`src/rtl/awx_pkg.sv`:
```
`timescale 1ns/1ps
package awx_pkg;

  typedef enum logic [1:0] {
    SP_UNIF = 2'b00,
    SP_INSN = 2'b01,
    SP_DATA = 2'b10,
    SP_ALT  = 2'b11
  } space_e;

  localparam logic [7:0] RT_UNIF  = 8'h00;
  localparam logic [7:0] RT_INSN  = 8'h01;
  localparam logic [7:0] RT_DATA  = 8'h02;
  localparam logic [7:0] RT_LDATA = 8'h10;
  localparam logic [7:0] RT_LINSN = 8'h11;

  localparam logic [31:0] UNIF_BASE   = 32'h0000_0000;
  localparam logic [31:0] INSN_BASE   = 32'h0100_0000;
  localparam logic [31:0] DATA_BASE   = 32'h0200_0000;
  localparam logic [31:0] IO_STRIDE   = 32'h0001_0000;
  localparam logic [31:0] IO_OFFSET   = 32'h0000_C000;
  localparam logic [31:0] IO_NIB_SPAN = 32'h0000_1000;
  localparam logic [31:0] TEST_SPAN   = 32'h0000_0800;

  localparam logic [15:0] IMAP_ADDR  = 16'hFF00;
  localparam logic [15:0] DMAP_ADDR  = 16'hFF08;
  localparam logic [15:0] ALIAS_ADDR = 16'hFF04;
  localparam int          ALIAS_WIN  = 2;
  localparam int          IO_WIN     = 3;

  // One candidate translation: room is the byte count left before a boundary
  typedef struct packed {
    logic        fault;
    logic [31:0] addr;
    logic [31:0] room;
  } hit_t;

  function automatic logic [31:0] clamp_len(input logic [31:0] want,
                                            input logic [31:0] room);
    return (want > room) ? room : want;
  endfunction

  function automatic space_e space_of(input logic [15:0] map);
    return space_e'(map[13:12]);
  endfunction

  // Nibble index 0 is the most significant nibble of the map value
  function automatic logic [3:0] io_nibble(input logic [15:0] map,
                                           input logic [31:0] woff);
    logic [1:0] sel;
    sel = 2'((woff / IO_NIB_SPAN) % 4);
    return 4'(map >> (12 - 4 * sel));
  endfunction

endpackage

```
`src/rtl/awx_map_file.sv`:
```
`timescale 1ns/1ps
module awx_map_file
  import awx_pkg::*;
#(
  parameter int DWIN = 4,
  parameter int IWIN = 2
) (
  input  logic                 clk,
  input  logic                 rst_n,
  input  logic                 cfg_we,
  input  logic [15:0]          cfg_addr,
  input  logic [15:0]          cfg_wdata,
  output logic [DWIN*16-1:0]   dmap_flat,
  output logic [IWIN*16-1:0]   imap_flat
);

  for (genvar d = 0; d < DWIN; d++) begin : g_dmap
    logic        hit;
    logic [15:0] r;
    assign hit = cfg_we && ((cfg_addr == DMAP_ADDR + 16'(2 * d)) ||
                            ((d == ALIAS_WIN) && (cfg_addr == ALIAS_ADDR)));
    always_ff @(posedge clk or negedge rst_n) begin
      if (!rst_n)   r <= '0;
      else if (hit) r <= cfg_wdata;
    end
    assign dmap_flat[d*16 +: 16] = r;
  end

  for (genvar i = 0; i < IWIN; i++) begin : g_imap
    logic        hit;
    logic [15:0] r;
    assign hit = cfg_we && (cfg_addr == IMAP_ADDR + 16'(2 * i));
    always_ff @(posedge clk or negedge rst_n) begin
      if (!rst_n)   r <= '0;
      else if (hit) r <= cfg_wdata;
    end
    assign imap_flat[i*16 +: 16] = r;
  end

endmodule

```
`src/rtl/awx_data_path.sv`:
```
`timescale 1ns/1ps
module awx_data_path
  import awx_pkg::*;
#(
  parameter int DWIN = 4,
  parameter int DBLK = 16384
) (
  input  logic [23:0]        off,
  input  logic [DWIN*16-1:0] dmap_flat,
  output hit_t               res,
  output logic               io_hit
);

  localparam int          BLK_W = $clog2(DBLK);
  localparam logic [31:0] BLK   = 32'(DBLK);
  localparam logic [31:0] SPAN  = 32'(DWIN * DBLK);

  logic [31:0] off_w, win, woff;
  logic [15:0] map;
  logic [9:0]  seg;
  logic        in_range;

  assign off_w    = {8'h00, off};
  assign win      = off_w >> BLK_W;
  assign woff     = off_w & (BLK - 32'd1);
  assign in_range = off_w < SPAN;
  assign seg      = map[9:0];
  assign io_hit   = in_range && (win == 32'(IO_WIN));

  always_comb begin
    map = '0;
    for (int i = 0; i < DWIN; i++)
      if (win == 32'(i)) map = dmap_flat[i*16 +: 16];
  end

  always_comb begin
    res.fault = 1'b0;
    res.addr  = '0;
    res.room  = BLK - woff;
    if (!in_range) begin
      res.fault = 1'b1;
    end else if (io_hit) begin
      res.addr = DATA_BASE + ({28'h0, io_nibble(map, woff)} * IO_STRIDE)
               + IO_OFFSET + woff;
    end else begin
      unique case (space_of(map))
        SP_UNIF: res.addr = UNIF_BASE + {22'h0, seg} * BLK + woff;
        SP_INSN: res.addr = INSN_BASE + {22'h0, seg} * BLK + woff;
        SP_DATA: res.addr = DATA_BASE + ({22'h0, seg} << 16) + win * BLK + woff;
        SP_ALT:  res.fault = 1'b1;
      endcase
    end
    if (res.fault) begin
      res.addr = '0;
      res.room = '0;
    end
  end

endmodule

```
`src/rtl/awx_insn_path.sv`:
```
`timescale 1ns/1ps
module awx_insn_path
  import awx_pkg::*;
#(
  parameter int IWIN = 2,
  parameter int IBLK = 131072
) (
  input  logic [23:0]        off,
  input  logic [IWIN*16-1:0] imap_flat,
  output hit_t               res,
  output logic               test_hit
);

  localparam int          BLK_W = $clog2(IBLK);
  localparam logic [31:0] BLK   = 32'(IBLK);
  localparam logic [31:0] SPAN  = 32'(IWIN * IBLK);

  logic [31:0] off_w, win, woff, wrap;
  logic [15:0] map;
  logic [6:0]  seg;
  logic        in_range;
  logic        unused_map_bits;

  assign off_w           = {8'h00, off};
  assign win             = off_w >> BLK_W;
  assign woff            = off_w & (BLK - 32'd1);
  assign wrap            = woff % TEST_SPAN;
  assign in_range        = off_w < SPAN;
  assign seg             = map[6:0];
  assign test_hit        = in_range && (space_of(map) == SP_ALT);
  assign unused_map_bits = ^{map[15:14], map[11:7]};

  always_comb begin
    map = '0;
    for (int i = 0; i < IWIN; i++)
      if (win == 32'(i)) map = imap_flat[i*16 +: 16];
  end

  always_comb begin
    res.fault = 1'b0;
    res.addr  = '0;
    res.room  = BLK - woff;
    if (!in_range) begin
      res.fault = 1'b1;
    end else begin
      unique case (space_of(map))
        SP_UNIF: res.addr = UNIF_BASE + ({25'h0, seg} << 17) + woff;
        SP_INSN: res.addr = INSN_BASE + BLK * win + woff;
        SP_DATA: res.fault = 1'b1;
        SP_ALT: begin
          res.addr = INSN_BASE + wrap;
          res.room = clamp_len(BLK - woff, TEST_SPAN - wrap);
        end
      endcase
    end
    if (res.fault) begin
      res.addr = '0;
      res.room = '0;
    end
  end

endmodule

```
`src/rtl/addr_window_xlat.sv`:
```
`timescale 1ns/1ps
module addr_window_xlat
  import awx_pkg::*;
#(
  parameter int LEN_W = 16,
  parameter int DWIN  = 4,
  parameter int IWIN  = 2,
  parameter int DBLK  = 16384,
  parameter int IBLK  = 131072,
  parameter int SEG   = 65536
) (
  input  logic             clk,
  input  logic             rst_n,
  input  logic             cfg_we,
  input  logic [15:0]      cfg_addr,
  input  logic [15:0]      cfg_wdata,
  input  logic             req_valid,
  input  logic [31:0]      req_addr,
  input  logic [LEN_W-1:0] req_len,
  output logic             rsp_valid,
  output logic [31:0]      rsp_addr,
  output logic [LEN_W-1:0] rsp_len,
  output logic             rsp_fault
);

  localparam logic [31:0] SEG_W = 32'(SEG);

  logic [DWIN*16-1:0] dmap_flat;
  logic [IWIN*16-1:0] imap_flat;
  logic [7:0]         route;
  logic [23:0]        off;
  hit_t               dres, ires, sel;
  logic               io_hit, test_hit;
  logic [31:0]        grant;

  assign route = req_addr[31:24];
  assign off   = req_addr[23:0];

  awx_map_file #(.DWIN(DWIN), .IWIN(IWIN)) u_maps (
    .clk(clk), .rst_n(rst_n), .cfg_we(cfg_we), .cfg_addr(cfg_addr),
    .cfg_wdata(cfg_wdata), .dmap_flat(dmap_flat), .imap_flat(imap_flat)
  );

  awx_data_path #(.DWIN(DWIN), .DBLK(DBLK)) u_dpath (
    .off(off), .dmap_flat(dmap_flat), .res(dres), .io_hit(io_hit)
  );

  awx_insn_path #(.IWIN(IWIN), .IBLK(IBLK)) u_ipath (
    .off(off), .imap_flat(imap_flat), .res(ires), .test_hit(test_hit)
  );

  always_comb begin
    sel.fault = 1'b1;
    sel.addr  = '0;
    sel.room  = '0;
    case (route)
      RT_UNIF, RT_INSN, RT_DATA: begin
        sel.fault = 1'b0;
        sel.addr  = req_addr;
        sel.room  = SEG_W - ({8'h00, off} % SEG_W);
      end
      RT_LDATA: sel = dres;
      RT_LINSN: sel = ires;
      default:  ;
    endcase
  end

  assign grant = sel.fault ? 32'd0 : clamp_len(32'(req_len), sel.room);

  always_ff @(posedge clk or negedge rst_n) begin
    if (!rst_n) begin
      rsp_valid <= 1'b0;
      rsp_addr  <= '0;
      rsp_len   <= '0;
      rsp_fault <= 1'b0;
    end else begin
      rsp_valid <= req_valid;
      if (req_valid) begin
        rsp_addr  <= sel.fault ? 32'd0 : sel.addr;
        rsp_len   <= grant[LEN_W-1:0];
        rsp_fault <= sel.fault;
      end
    end
  end

endmodule

```
`config.mk`:
```
export PLATFORM = sky130hd
export DESIGN_NAME = addr_window_xlat
export DESIGN_NICKNAME = d
export VERILOG_FILES = /design/src/rtl/awx_pkg.sv /design/src/rtl/awx_map_file.sv /design/src/rtl/awx_data_path.sv /design/src/rtl/awx_insn_path.sv /design/src/rtl/addr_window_xlat.sv
export SDC_FILE = /design/constraint.sdc
export NUM_CORES = 1
export LEC_CHECK = 0
export ABC_CLOCK_PERIOD_IN_PS = 5000
export CORE_MARGIN = 1.5
export CORE_UTILIZATION = 50
export DETAILED_ROUTE_END_ITERATION = 10
export GPL_ROUTABILITY_DRIVEN = 0
export PLACE_DENSITY_LB_ADDON = 0.08
export SLEW_MARGIN = 5
export SYNTH_ARGS = -nofsm -noshare
export SYNTH_HDL_FRONTEND = slang
export SYNTH_HIERARCHICAL = 1
export SYNTH_SLANG_ARGS = --single-unit
```
`constraint.sdc`:
```
create_clock -name clk -period 5 [get_ports clk]
set_input_delay 1 -clock clk [delete_from_list [all_inputs] [get_ports clk]]
set_output_delay 1 -clock clk [all_outputs]
set_load 0.005 [all_outputs]
```
======== Yosys cells after proc, flatten, opt, wreduce, memory -nomap -nowiden ========
Index checks and enable logic that the tools add are counted.
W data, S select, Z words.
word-level totals
  output and inout port bits .............. 50
  flip-flop bits (word level) ............. 142
  input bits .............................. 84
operators by class
  shift operators ......................... 1
  magnitude comparators ................... 4
  muxes and demuxes ....................... 24
  reductions and logical operators ........ 14
  eq/ne operators ......................... 21
  add/sub/neg operators ................... 18
operators with widths
  operator                  count
  $pmux W65 S3              1
  $mux W64                  3
  $pmux W32 S3              2
  $mux W32                  5
  $eq A16 B16 Y1 const B    7
  $add A32 B14 Y32          3
  $mux W16                  6
  $logic_not A32 Y1         2
  $add A25 B24 Y26 const A  2
  $add A32 B16 Y32 const B  1
  $add A32 B17 Y32          1
  $add A32 B24 Y32          1
  $gt A16 B32 Y1            1
  $gt A32 B32 Y1            1
  $shr A16 B32 Y4           1
  $mux W14                  2
  $add A26 B20 Y27 const A  1
  $add A26 B26 Y27 const A  1
  $add A25 B11 Y26 const A  1
  $add A24 B14 Y25          1
  $add A24 B17 Y25          1
  $lt A24 B17 Y1 const B    1
  $lt A24 B19 Y1 const B    1
  $eq A10 B2 Y1 const B     2
  other kinds (18)          34

======== Logic depth before layout (Yosys ltp) ========
Gate-level depths: netlist of run 1.
  depth after elaboration ................. 16
  gate-level depth with buffers ........... 22

======== Modules after synthesis ========
Netlist of run 1, hierarchy kept.
by module, submodules not included
  module            instances  seq. area each (µm²)  area an instance (µm²)  cells each
  addr_window_xlat  1          1251.2                3834.9                  456
  awx_map_file      1          2402.3                3777.4                  215
  awx_data_path     1          0.0                   1799.2                  250
  awx_insn_path     1          0.0                   975.9                   148

======== Worst setup path after synthesis of run 1 ========
OpenSTA, ideal clock, no wires.
  path type ............................... in2reg
  start point ............................. input port req_addr[3]
  end point ............................... register rsp_len[12]
  arrival ................................. 5.239 ns
  required time ........................... 4.878 ns
  cell stages on the path ................. 21
  path slack .............................. -0.360 ns
  setup time .............................. 0.122 ns
  buffers on the path ..................... 2
  cell sequence ........................... or4_1 > clkbuf_1 > or2_1 > nor4_1 > inv_1 > ha_1 > nand2b_1 > nand2b_1 > mux2i_1 > o211ai_1 > a211oi_2 > mux2i_1 > nor2_1 > nor3_1 > ha_1 > nand4_1 > or4_1 > o2111ai_2 > clkbuf_1 > nand3_1 > a32o_1
RTL lines
  item                    line                    RTL
  start: declaration      addr_window_xlat.sv:18  input logic [31:0] req_addr,
  end signal: assignment  addr_window_xlat.sv:80  rsp_len <= grant[LEN_W-1:0];
  end: declaration        addr_window_xlat.sv:22  output logic [LEN_W-1:0] rsp_len,

==> run metrics, run 1 <==
worst hold path stage count 1; number of top-level pins ~130; Period Utilization, post-route 100%; number of core rows 50; clock sink count 120; maximum resistive drop on vdd 0.000242 V; cts-stage hold buffer count 0; pin count of the biggest net entering global routing 62; critical path required time between 5 and 6 ns; layout overhead on the synthesized area 29.5%; leftover overflow at the end of global routing 0; post-synthesis cell area about 9400 um2; RSZ-0062 raised after global routing true; number of design-rule violations left by the first detailed-router iteration ~540; Reg-to-Reg End rsp_len[0]; maximum fanout encountered on the critical timing path 8; IO buf count 133; post-detailed-routing wire length 26500 um; endpoint type of the worst setup path flop; shortest clock period the worst path allows after layout approximately 5 ns; Post-Layout Inst Area ~12000 um2; routed length per instance between 15 and 20 um; setup slack on the worst flop-to-flop path 1.24 ns; Max Root-Sink Buffers 2; Max Clock Skew about 0.0077 ns; critical path startpoint category input port; Crit Path Class in2reg; pre-CTS setup slack -0.716 ns; Pre-Repair DR Iteration Count 5; reg2reg start u_maps/g_imap[1].r[12]; mean post-synth cell area 9.29 um2; deepest level of the CTS H-tree 4; register clock-pin slew on the reported worst setup and hold paths about 0.06 ns; via count of the first global-routing pass approximately 8300; fraction of layout cells with a size suffix above 1 between 20% and 30%; maximum capacitance violations 0; Yosys Warn Count 6; logic depth of the worst register-to-register path 13; half-perimeter wire length after detailed placement roughly 19000 um; transition time at the pin with the least slew margin 0.927 ns; Max Clock Freq between 150 and 200 MHz; number of antenna violations at the first check in global routing 0; Hold Vio Cnt, Final 0; clock root cell sky130_fd_sc_hd__clkbuf_16; first-pass GRT wire length roughly 43000 um; Layout Nets 1344; count of pins over their slew limit 0; final total negative setup slack -0.0222 ns; total global-route track usage 27.5%; commonest non-fill, non-tap cells in the layout sky130_fd_sc_hd__clkdlybuf4s50_1 (122), sky130_fd_sc_hd__dfrtp_1 (120), sky130_fd_sc_hd__buf_4 (119), sky130_fd_sc_hd__nor2_1 (83), sky130_fd_sc_hd__mux2_2 (69); Core ar. about 19000 um2; die outline height about 140 um; type of the worst min-delay path reg2reg; result of the run finished with violations; arrival time reported for the critical path endpoint 5.32 ns; Endpoint, Worst Hold rsp_addr[28]; count of fill cells added during filler insertion around 1500; failing checks negative setup slack; average vias per placed instance about 5.6; pwr dens 215 nW/um2; Post-Route Hold Slack between 0.4 and 0.5 ns; CTS tree built; synthesized instance count 1016; leading cell type in the layout, fill and taps excluded sky130_fd_sc_hd__clkdlybuf4s50_1; vias roughly 8300; initial cell density of the core 50.8%; TritonCTS Buffers 17; antenna violation net count after detailed routing 0; Antenna Diode Count 0; Clk Latency, worst-skew pair around 0.42 ns; min-delay src rsp_addr[28]; DRC violations left 0; area post-placement ~11000 um2; setup violation total in the final timing report 4; Leakage Power between 5 and 6 nW; x dimension of the die 140 um; Rel. slew slack 38.2%; min setup slack post-route -0.0173 ns; full die area around 20000 um2; final cell utilization of the core between 60% and 70%
## sequential cells by signal, indices dropped and copies added (netlist names)
register,flops
rsp_valid,1
rsp_fault,1
rsp_len,16
u_maps/g_dmap.r,52
u_maps/g_imap.r,18
rsp_addr,32
## final cells by class
type	count	area (um2)	area share [%]
tap	234	293	2.40
clock inverter	13	194	1.59
multi-input combinational	783	5810	47.5
timing repair buffer	258	2300	18.8
sequential	120	3000	24.6
clock buffer	18	439	3.59
inverter	50	188	1.54
## where the power goes
part	leakage [nW]	switching [mW]	total, mW	internal (mW)
logic	3.52	0.181	0.333	0.152
clock network	0.296	0.476	1.33	0.850
registers	1.67	0.000654	0.973	0.973
total	5.49	0.658	2.63	1.97
## through the flow
stage / total power, mW / cells
final: 2.63 / 1476
after global routing: 2.73 / 1476
after CTS: 2.65 / 1474
after detailed placement: 1.32 / 1429
after global placement: 1.32 / 1429
after floorplan: 1.16 / 1057
## worst max-delay path by stage
stage                startpoint          end  slack (ns)  depth (start not counted)
finish              req_addr[4]   rsp_len[2]       -0.02                         27
global route        req_addr[4]   rsp_len[0]       -0.18                         20
CTS                 req_addr[4]   rsp_len[2]       0.002                         21
detailed placement  req_addr[3]   rsp_len[3]       -0.72                         22
global placement    req_addr[3]   rsp_len[2]       -0.63                         22
floorplan           req_addr[3]  rsp_len[12]       -0.03                         21
## worst max-delay path: stages
cell                              delay, ns
sky130_fd_sc_hd__clkdlybuf4s15_2       0.19
sky130_fd_sc_hd__or4_4                 0.53
sky130_fd_sc_hd__or2_4                 0.27
sky130_fd_sc_hd__nor4_4                0.15
sky130_fd_sc_hd__inv_1                 0.11
sky130_fd_sc_hd__buf_4                 0.15
sky130_fd_sc_hd__buf_4                 0.13
sky130_fd_sc_hd__buf_4                 0.12
sky130_fd_sc_hd__buf_4                 0.12
sky130_fd_sc_hd__buf_4                 0.12
sky130_fd_sc_hd__buf_4                 0.12
sky130_fd_sc_hd__buf_4                 0.12
sky130_fd_sc_hd__buf_4                 0.13
sky130_fd_sc_hd__buf_4                 0.13
sky130_fd_sc_hd__buf_4                 0.12
sky130_fd_sc_hd__buf_4                 0.12
sky130_fd_sc_hd__buf_4                 0.12
sky130_fd_sc_hd__buf_4                 0.13
sky130_fd_sc_hd__buf_4                 0.12
sky130_fd_sc_hd__nor4_2                0.14
sky130_fd_sc_hd__nor4_1                0.09
sky130_fd_sc_hd__a41oi_1               0.29
sky130_fd_sc_hd__o21ai_2               0.11
sky130_fd_sc_hd__o221a_4               0.15
sky130_fd_sc_hd__buf_6                 0.14
sky130_fd_sc_hd__a21o_1                0.17
sky130_fd_sc_hd__a32o_1                0.24
## layer usage
metal	GRT usage [%]	vias to the layer above	wire length, um
li1	-	4036	-
met1	33.1	4047	11300
met2	49.5	197	13600
met3	4.24	40	992
met4	10.4	0	619
met5	0	-	0
## timing repair
item / 4_1_cts / 5_1_grt
pin swaps: 13 / 16
resized for setup: 22 / 9
setup buffers: 14 / 4
setup endpoints to repair: 16 / 16
cloned: 1 / 0
(Power assumes the default switching activity.)
==> inputs of run 2 (changes only) <==
Settings changed: CORE_UTILIZATION 50 to 25, PLACE_DENSITY_LB_ADDON 0.08 to unset, SYNTH_HIERARCHICAL 1 to unset.
==> run 2 against run 1 <==
  * First-iteration DRC count fell by 23%
  * Cell area fell by 17%
  * Clock skew rose by 0.0070 ns
  * Via count fell by 27%
  * Core utilization fell by 30 points
  * Maximum frequency rose by 2.8%
  * Critical path depth fell by 8
  * Routed wire length fell by 15%
  * Flip-flop and latch count did not move
  * Critical path type unchanged
  * Non-clock buffer count fell by 34
  * The flow now finishes without violations
  * Hold slack got worse by 0.023 ns
  * Combinational power fell by 22%
==> run metrics, run 2 <==
reg2reg start u_maps.g_dmap[0].r[13]; CTS tree built; full die area just under 30000 um2; maximum capacitance violations 0; Synth async-reset ratio between 90% and 100%; count of placed standard cells in the final layout, fillers left out 1256; deepest level of the CTS H-tree 4; Rel. slew slack between 20% and 30%; initial cell density of the core between 20% and 30%; largest cells by area after synthesis sky130_fd_sc_hd__dfrtp_1 (42%), sky130_fd_sc_hd__mux2_2 (12%), sky130_fd_sc_hd__ha_1 (4.6%); Max Clock Freq a little over 200 MHz; area taken by flip-flops and latches about 3000 um2; Post-Route Hold Slack roughly 0.46 ns; area of combinational cells with multiple inputs 3870 um2; pin count of the biggest net entering global routing between 60 and 70; adder-cell area share of the yosys netlist 4.85%; largest registers in the final layout u_maps.g_dmap.r: 52 flops, rsp_addr: 32 flops, u_maps.g_imap.r: 18 flops; count of pins over their slew limit 0; number of top-level pins roughly 130; antenna violation net count after detailed routing 0; Max Clock Skew roughly 0.015 ns; leftover overflow at the end of global routing 0; Crit path max-delay family compound AO/OA/AOI/OAI gates; arrival time reported for the critical path endpoint slightly above 5 ns; x dimension of the die roughly 170 um; number of core rows a little over 60; post-detailed-routing wire length approximately 22000 um; via count of the first global-routing pass slightly above 6000; flip-flop count of the largest register after layout 52; number of enable-type register cells in the synthesized netlist 0; critical path required time approximately 5.3 ns; transition time at the pin with the least slew margin 1.09 ns; first-pass GRT wire length roughly 35000 um; CP Cell Sequence clkdlybuf4s50_1 -> or4_4 -> nor3_4 -> nand2_2 -> ha_2 -> nor3_2 -> o2111ai_2 -> a211oi_2 -> a211oi_1 -> o21a_2 -> ha_4 -> and4_1 -> a221o_1 -> a221oi_2 -> o31a_1 -> a211oi_4 -> buf_4 -> mux2i_1 -> a22o_1; simple-gate share of the synthesized area around an eighth; slowest stage cell on the critical path sky130_fd_sc_hd__or4_4; leading cell type in the layout, fill and taps excluded sky130_fd_sc_hd__clkdlybuf4s50_1; pwr dens 245 nW/um2; total global-route track usage between 10% and 20%; mean post-synth cell area 10.8 um2; Yosys top cell by area sky130_fd_sc_hd__dfrtp_1; vias roughly 6000; Period Utilization, post-route between 90 and 100%; top cell types by occurrence after synthesis sky130_fd_sc_hd__dfrtp_1 (120), sky130_fd_sc_hd__mux2_2 (75), sky130_fd_sc_hd__nor2_1 (41); maximum fanout encountered on the critical timing path 4; Yosys cell types between 70 and 80; post-synthesis cell area 7110 um2; maximum resistive drop on vdd 0.000194 V; routed length per instance roughly 18 um; area post-placement approximately 9400 um2; layout overhead on the synthesized area 41.8%; Critical Path Start req_addr[3]; clock root cell sky130_fd_sc_hd__clkbuf_16; count of fill cells added during filler insertion between 2000 and 3000; endpoint type of the worst setup path flop; Pre-Repair DR Iteration Count 5; shortest clock period the worst path allows after layout about 4.9 ns; number of flip-flops and latches in the synthesized netlist 120; register clock-pin slew on the reported worst setup and hold paths approximately 0.060 ns; largest register by flop count u_maps.g_dmap.r; die outline height 172 um; Clk Latency, worst-skew pair 0.42 ns; synthesized instance count 656; cts-stage hold buffer count 0; Post-Layout Inst Area a little over 10000 um2; Hold Vio Cnt, Final 0; share of cell area taken by muxes after synthesis 18.0%; Yosys Warn Count 0; result of the run finished clean; commonest non-fill, non-tap cells in the layout sky130_fd_sc_hd__clkdlybuf4s50_1 (129), sky130_fd_sc_hd__dfrtp_1 (120), sky130_fd_sc_hd__buf_4 (88), sky130_fd_sc_hd__mux2_2 (75), sky130_fd_sc_hd__nor2_1 (41); number of design-rule violations left by the first detailed-router iteration ~420; main combinational cell family by area after synthesis multiplexers; half-perimeter wire length after detailed placement approximately 17000 um; setup violation total in the final timing report 0; fraction of the mapped netlist area in compound gates between 15 and 20%; min setup slack post-route roughly 0.12 ns; Max Root-Sink Buffers 2; most instantiated flip-flop cell in the synthesis netlist sky130_fd_sc_hd__dfrtp_1; number of antenna violations at the first check in global routing 1; type of the worst min-delay path in2async; TritonCTS Buffers 17; DRC violations left 0; post-synth top area share a little over two fifths; pre-CTS setup slack -0.603 ns; average vias per placed instance roughly 4.8; critical path startpoint category input port; Leakage Power approximately 4.5 nW; buffering stage count on the worst path with inverters included 2; Layout Nets about 980; most instantiated library cell after synthesis sky130_fd_sc_hd__dfrtp_1; xor and xnor area share after synthesis roughly 2.0%; Core ar. 27900 um2; post-synth net total roughly 770; Crit Path Class in2reg; IO buf count roughly 130; biggest cell delay along the critical path ~0.47 ns; cell count after placement between 1000 and 1500; fraction of layout cells with a size suffix above 1 between 20% and 30%; portion of the post-synthesis area used by sequential elements between 40% and 50%; clock sink count 120
-- run 2: cell types whose count changed in the layout (fill, tap and decap cells not counted), moves of 27 or more --
cell / change
sky130_fd_sc_hd__conb_1: -43
sky130_fd_sc_hd__nor2_1: -42
sky130_fd_sc_hd__o21ai_0: -35
sky130_fd_sc_hd__a21oi_1: -33
sky130_fd_sc_hd__buf_4: -31
sky130_fd_sc_hd__mux2i_1: -30
sky130_fd_sc_hd__nand3_1: -27
-- run 2: what timing repair did --
item / in CTS / in global routing
setup buffers: 0 / 4
cloned: 0 / 1
endpoints found under the setup margin: 16 / 16
resized for setup: 6 / 14
pin swaps: 2 / 12
-- run 2: layer usage --
| layer | wire [um] | global-route usage [%] | vias up |
|---|---|---|---|
| met2 | 10400 | 25.4 | 203 |
| met1 | 10300 | 20.8 | 2988 |
| met4 | 214 | 3.70 | 2 |
| li1 | - | - | 2881 |
| met5 | 9 | 0 | - |
| met3 | 1460 | 3.38 | 13 |
-- run 2: area by class of cell --
type,instances,share of cell area [%]
Multi-Input combinational cell,471,38.3
Sequential cell,120,29.8
Timing Repair Buffer,224,20.2
Tap cell,378,4.69
Clock buffer,19,4.49
Clock inverter,13,1.43
Inverter,30,1.12
Antenna cell,1,0.0248
-- run 2: worst paths after layout --
path                                              end  slack [ns]  depth (start not counted)
worst max-delay path                       rsp_len[8]        0.12                         19
worst min-delay path                      rsp_addr[4]        0.46                          1
worst max register to register             rsp_len[8]        1.24                         16
worst min register to register           rsp_addr[23]        0.48                          1
max in group asynchronous       u_maps.g_dmap[1].r[7]        3.49                          2
min in group clk                         rsp_addr[23]        0.48                          1
-- run 2: kinds of logic after synthesis --
logic type      after synthesis
xor+xnor                     16
buf+inv                      65
simple gates                169
compound gates              149
flops                       120
mux                         110
fa+ha+maj                    27
-- run 2: power by group --
group          leakage, nW  switching, mW  internal, mW  total (mW)
Combinational         2.59          0.130         0.128       0.259
Clock                0.294          0.476         0.765        1.24
Sequential            1.66       0.000806         0.973       0.974
-- run 2: metrics by stage --
step | TNS (ns) | utilization (%) | power (mW)
final | 0 | 36.2 | 2.47
after global placement | -6.45 | 33.6 | 1.24
after floorplan | 0 | - | 1.09
after detailed placement | -9.07 | 33.6 | 1.24
after CTS | 0 | 35.9 | 2.50
after global routing | -0.00625 | 36.2 | 2.57
==> inputs of run 3 (changes only) <==
Settings changed: ABC_AREA set to 1.
==> run 3 against run 2 <==
  * First-iteration DRC count is 58% higher
  * Routed wire length is 12% higher
  * Clock skew is 0.0038 ns lower
  * Count of clock-buffer cells in the layout is 1 higher
  * Non-clock buffer count is 62 lower
  * Area after synthesis is 6.6% higher
  * Worst setup slack better by 0.36 ns
  * Cell area is 0.69% lower
  * Largest cell class unchanged
  * Highest routed layer is now met4
==> run metrics, run 3 <==
number of antenna violations at the first check in global routing 0; full die area roughly 31000 um2; final cell utilization of the core between 30% and 40%; commonest non-fill, non-tap cells in the layout sky130_fd_sc_hd__nand2_1 (375), sky130_fd_sc_hd__clkdlybuf4s50_1 (132), sky130_fd_sc_hd__dfrtp_1 (120), sky130_fd_sc_hd__o21ai_0 (117), sky130_fd_sc_hd__nor2_1 (107); total power 2.41 mW; synthesized instance count between 1000 and 1500; portion of the post-synthesis area used by sequential elements 39.6%; cts-stage hold buffer count 0; maximum fanout encountered on the critical timing path 28; Synth async-reset ratio 100%; first-pass GRT wire length roughly 40000 um; reg2reg start u_maps.g_imap[0].r[13]; Post-Layout Inst Area 10000 um2; number of setup buffers added after CTS 0; Max Root-Sink Buffers 2; leading cell type in the layout, fill and taps excluded sky130_fd_sc_hd__nand2_1; TritonCTS Buffers 17; Max Clock Skew 0.0110 ns; Period Utilization, post-route 90.4%; number of enable-type register cells in the synthesized netlist 0; CTS tree built; largest register by flop count u_maps.g_dmap.r; maximum capacitance violations 0; via count of the first global-routing pass ~7500; Post-Route Hold Slack between 0.4 and 0.5 ns; pwr dens 241 nW/um2; Yosys Warn Count 0; setup violation total in the final timing report 0; fraction of layout cells with a size suffix above 1 7.59%; Rel. slew slack a little over two fifths; transition time at the pin with the least slew margin between 0.8 and 0.9 ns; total global-route track usage around 17%; die outline height 177 um; layout overhead on the synthesized area 32.1%; # resized after CTS 0; count of fill cells added during filler insertion between 3000 and 4000; post-synthesis cell area 7580 um2; largest cells by area after synthesis sky130_fd_sc_hd__dfrtp_1 (40%), sky130_fd_sc_hd__nand2_1 (19%), sky130_fd_sc_hd__o21ai_0 (7.7%); critical path startpoint category input port; clock sink count 120; final total negative setup slack 0 ns; most instantiated flip-flop cell in the synthesis netlist sky130_fd_sc_hd__dfrtp_1; Critical Path Start req_addr[17]; IO buf count around 130; Clk Latency, worst-skew pair between 0.4 and 0.5 ns; Antenna Diode Count 0; vias 7770; Max Clock Freq about 220 MHz; number of core rows between 60 and 70; post-synth net total 1204; number of design-rule violations left by the first detailed-router iteration 654; area post-placement roughly 9400 um2; flip-flop count of the largest register after layout 52; half-perimeter wire length after detailed placement about 20000 um; antenna violation net count after detailed routing 0; Leakage Power 4.72 nW; Yosys top cell by area sky130_fd_sc_hd__dfrtp_1; arrival time reported for the critical path endpoint approximately 5 ns; largest registers in the final layout u_maps.g_dmap.r: 52 flops, rsp_addr: 32 flops, u_maps.g_imap.r: 18 flops; post-detailed-routing wire length ~25000 um; clock root cell sky130_fd_sc_hd__clkbuf_16; initial cell density of the core 25.5%; Crit Path Class in2reg; average vias per placed instance 4.73; result of the run finished clean; shortest clock period the worst path allows after layout 4.52 ns; leftover overflow at the end of global routing 0; maximum resistive drop on vdd 0.000215 V; number of top-level pins 134; mean post-synth cell area between 6 and 7 um2; critical path required time 5.36 ns; most instantiated library cell after synthesis sky130_fd_sc_hd__nand2_1; Layout Nets between 1000 and 1500; pin count of the biggest net entering global routing 57; Pre-Repair DR Iteration Count 5; min-delay src rsp_len[4]; endpoint type of the worst setup path flop; x dimension of the die between 150 and 200 um; register clock-pin slew on the reported worst setup and hold paths around 0.06 ns; DRC violations left 0; top cell types by occurrence after synthesis sky130_fd_sc_hd__nand2_1 (375), sky130_fd_sc_hd__dfrtp_1 (120), sky130_fd_sc_hd__o21ai_0 (117); number of flip-flops and latches in the synthesized netlist 120; Core ar. 29700 um2; count of pins over their slew limit 0; deepest level of the CTS H-tree 4; RSZ-0062 raised after global routing false; routed length per instance around 15 um; Yosys cell types 44; type of the worst min-delay path reg2reg; post-synth top area share roughly two fifths; Hold Vio Cnt, Final 0
-- run 3: cells by family after synthesis --
family,synth area share [%]
AO/OA/AOI/OAI,13.3
buffers and inverters,7.72
XOR/XNOR,0.346
adder cells (fa/ha/maj),4.55
flip-flops,39.6
AND/OR/NAND/NOR,34.5
-- run 3: metrics by stage --
stage / cells / worst slack, ns
after floorplan: 1093 / 1.14
after global placement: 1610 / 0.127
after detailed placement: 1610 / 0.140
after CTS: 1641 / 0.571
after global routing: 1641 / 0.167
final: 1641 / 0.480
-- run 3: cell type report --
class	instances	area (um2)	area share, %
Tap cell	390	488	4.87
Clock buffer	20	447	4.46
Multi-Input combinational cell	831	4000	39.9
Timing Repair Buffer	162	1560	15.6
Sequential cell	120	3000	30.0
Clock inverter	11	125	1.25
Inverter	107	402	4.01
-- run 3: critical path, stage by stage --
cell and delay, ns:
sky130_fd_sc_hd__clkdlybuf4s50_1 0.58, sky130_fd_sc_hd__inv_2 0.15, sky130_fd_sc_hd__nand2_2 0.08, sky130_fd_sc_hd__nor2_2 0.27
sky130_fd_sc_hd__nand2_1 0.17, sky130_fd_sc_hd__nor2_2 0.32, sky130_fd_sc_hd__nor2_1 0.13, sky130_fd_sc_hd__nand2_2 0.10
sky130_fd_sc_hd__o21ai_4 0.11, sky130_fd_sc_hd__nand3_4 0.20, sky130_fd_sc_hd__nand3_1 0.17, sky130_fd_sc_hd__ha_1 0.31
sky130_fd_sc_hd__nand2_1 0.05, sky130_fd_sc_hd__inv_1 0.08, sky130_fd_sc_hd__o21ai_0 0.09, sky130_fd_sc_hd__nand2_1 0.07
sky130_fd_sc_hd__nand4_1 0.08, sky130_fd_sc_hd__nand2_1 0.07, sky130_fd_sc_hd__nand2_1 0.05, sky130_fd_sc_hd__nand2_1 0.08
sky130_fd_sc_hd__nand3_1 0.12, sky130_fd_sc_hd__nor2_4 0.13, sky130_fd_sc_hd__buf_12 0.17, sky130_fd_sc_hd__nand2_1 0.07
sky130_fd_sc_hd__nand2_1 0.07, sky130_fd_sc_hd__nand3_1 0.06, sky130_fd_sc_hd__nand2_1 0.08
-- run 3: power breakdown --
part	internal, mW	switching, mW	leakage (nW)	total, mW
registers	0.974	0.00105	1.67	0.975
clock network	0.742	0.459	0.265	1.20
logic	0.0997	0.136	2.78	0.236
total	1.82	0.596	4.72	2.41
-- run 3: final timing paths --
| path | endpoint | slack [ns] | cells after the start |
|---|---|---|---|
| max in group asynchronous | rsp_addr[30] | 3.41 | 2 |
| hold / removal | rsp_len[4] | 0.47 | 2 |
| setup reg to reg | rsp_len[15] | 1.99 | 24 |
| hold reg to reg | rsp_len[4] | 0.47 | 2 |
| setup / recovery | rsp_len[15] | 0.48 | 27 |
| min in group asynchronous | rsp_addr[5] | 0.61 | 1 |
-- run 3: per-layer routing --
metal | vias to the layer above | part of all wire (%) | track usage, %
li1 | 3845 | - | -
met1 | 3606 | 46 | 21.8
met2 | 280 | 45 | 26.6
met3 | 39 | 6.9 | 3.72
met4 | 0 | 2.3 | 6.00
met5 | - | 0 | 0
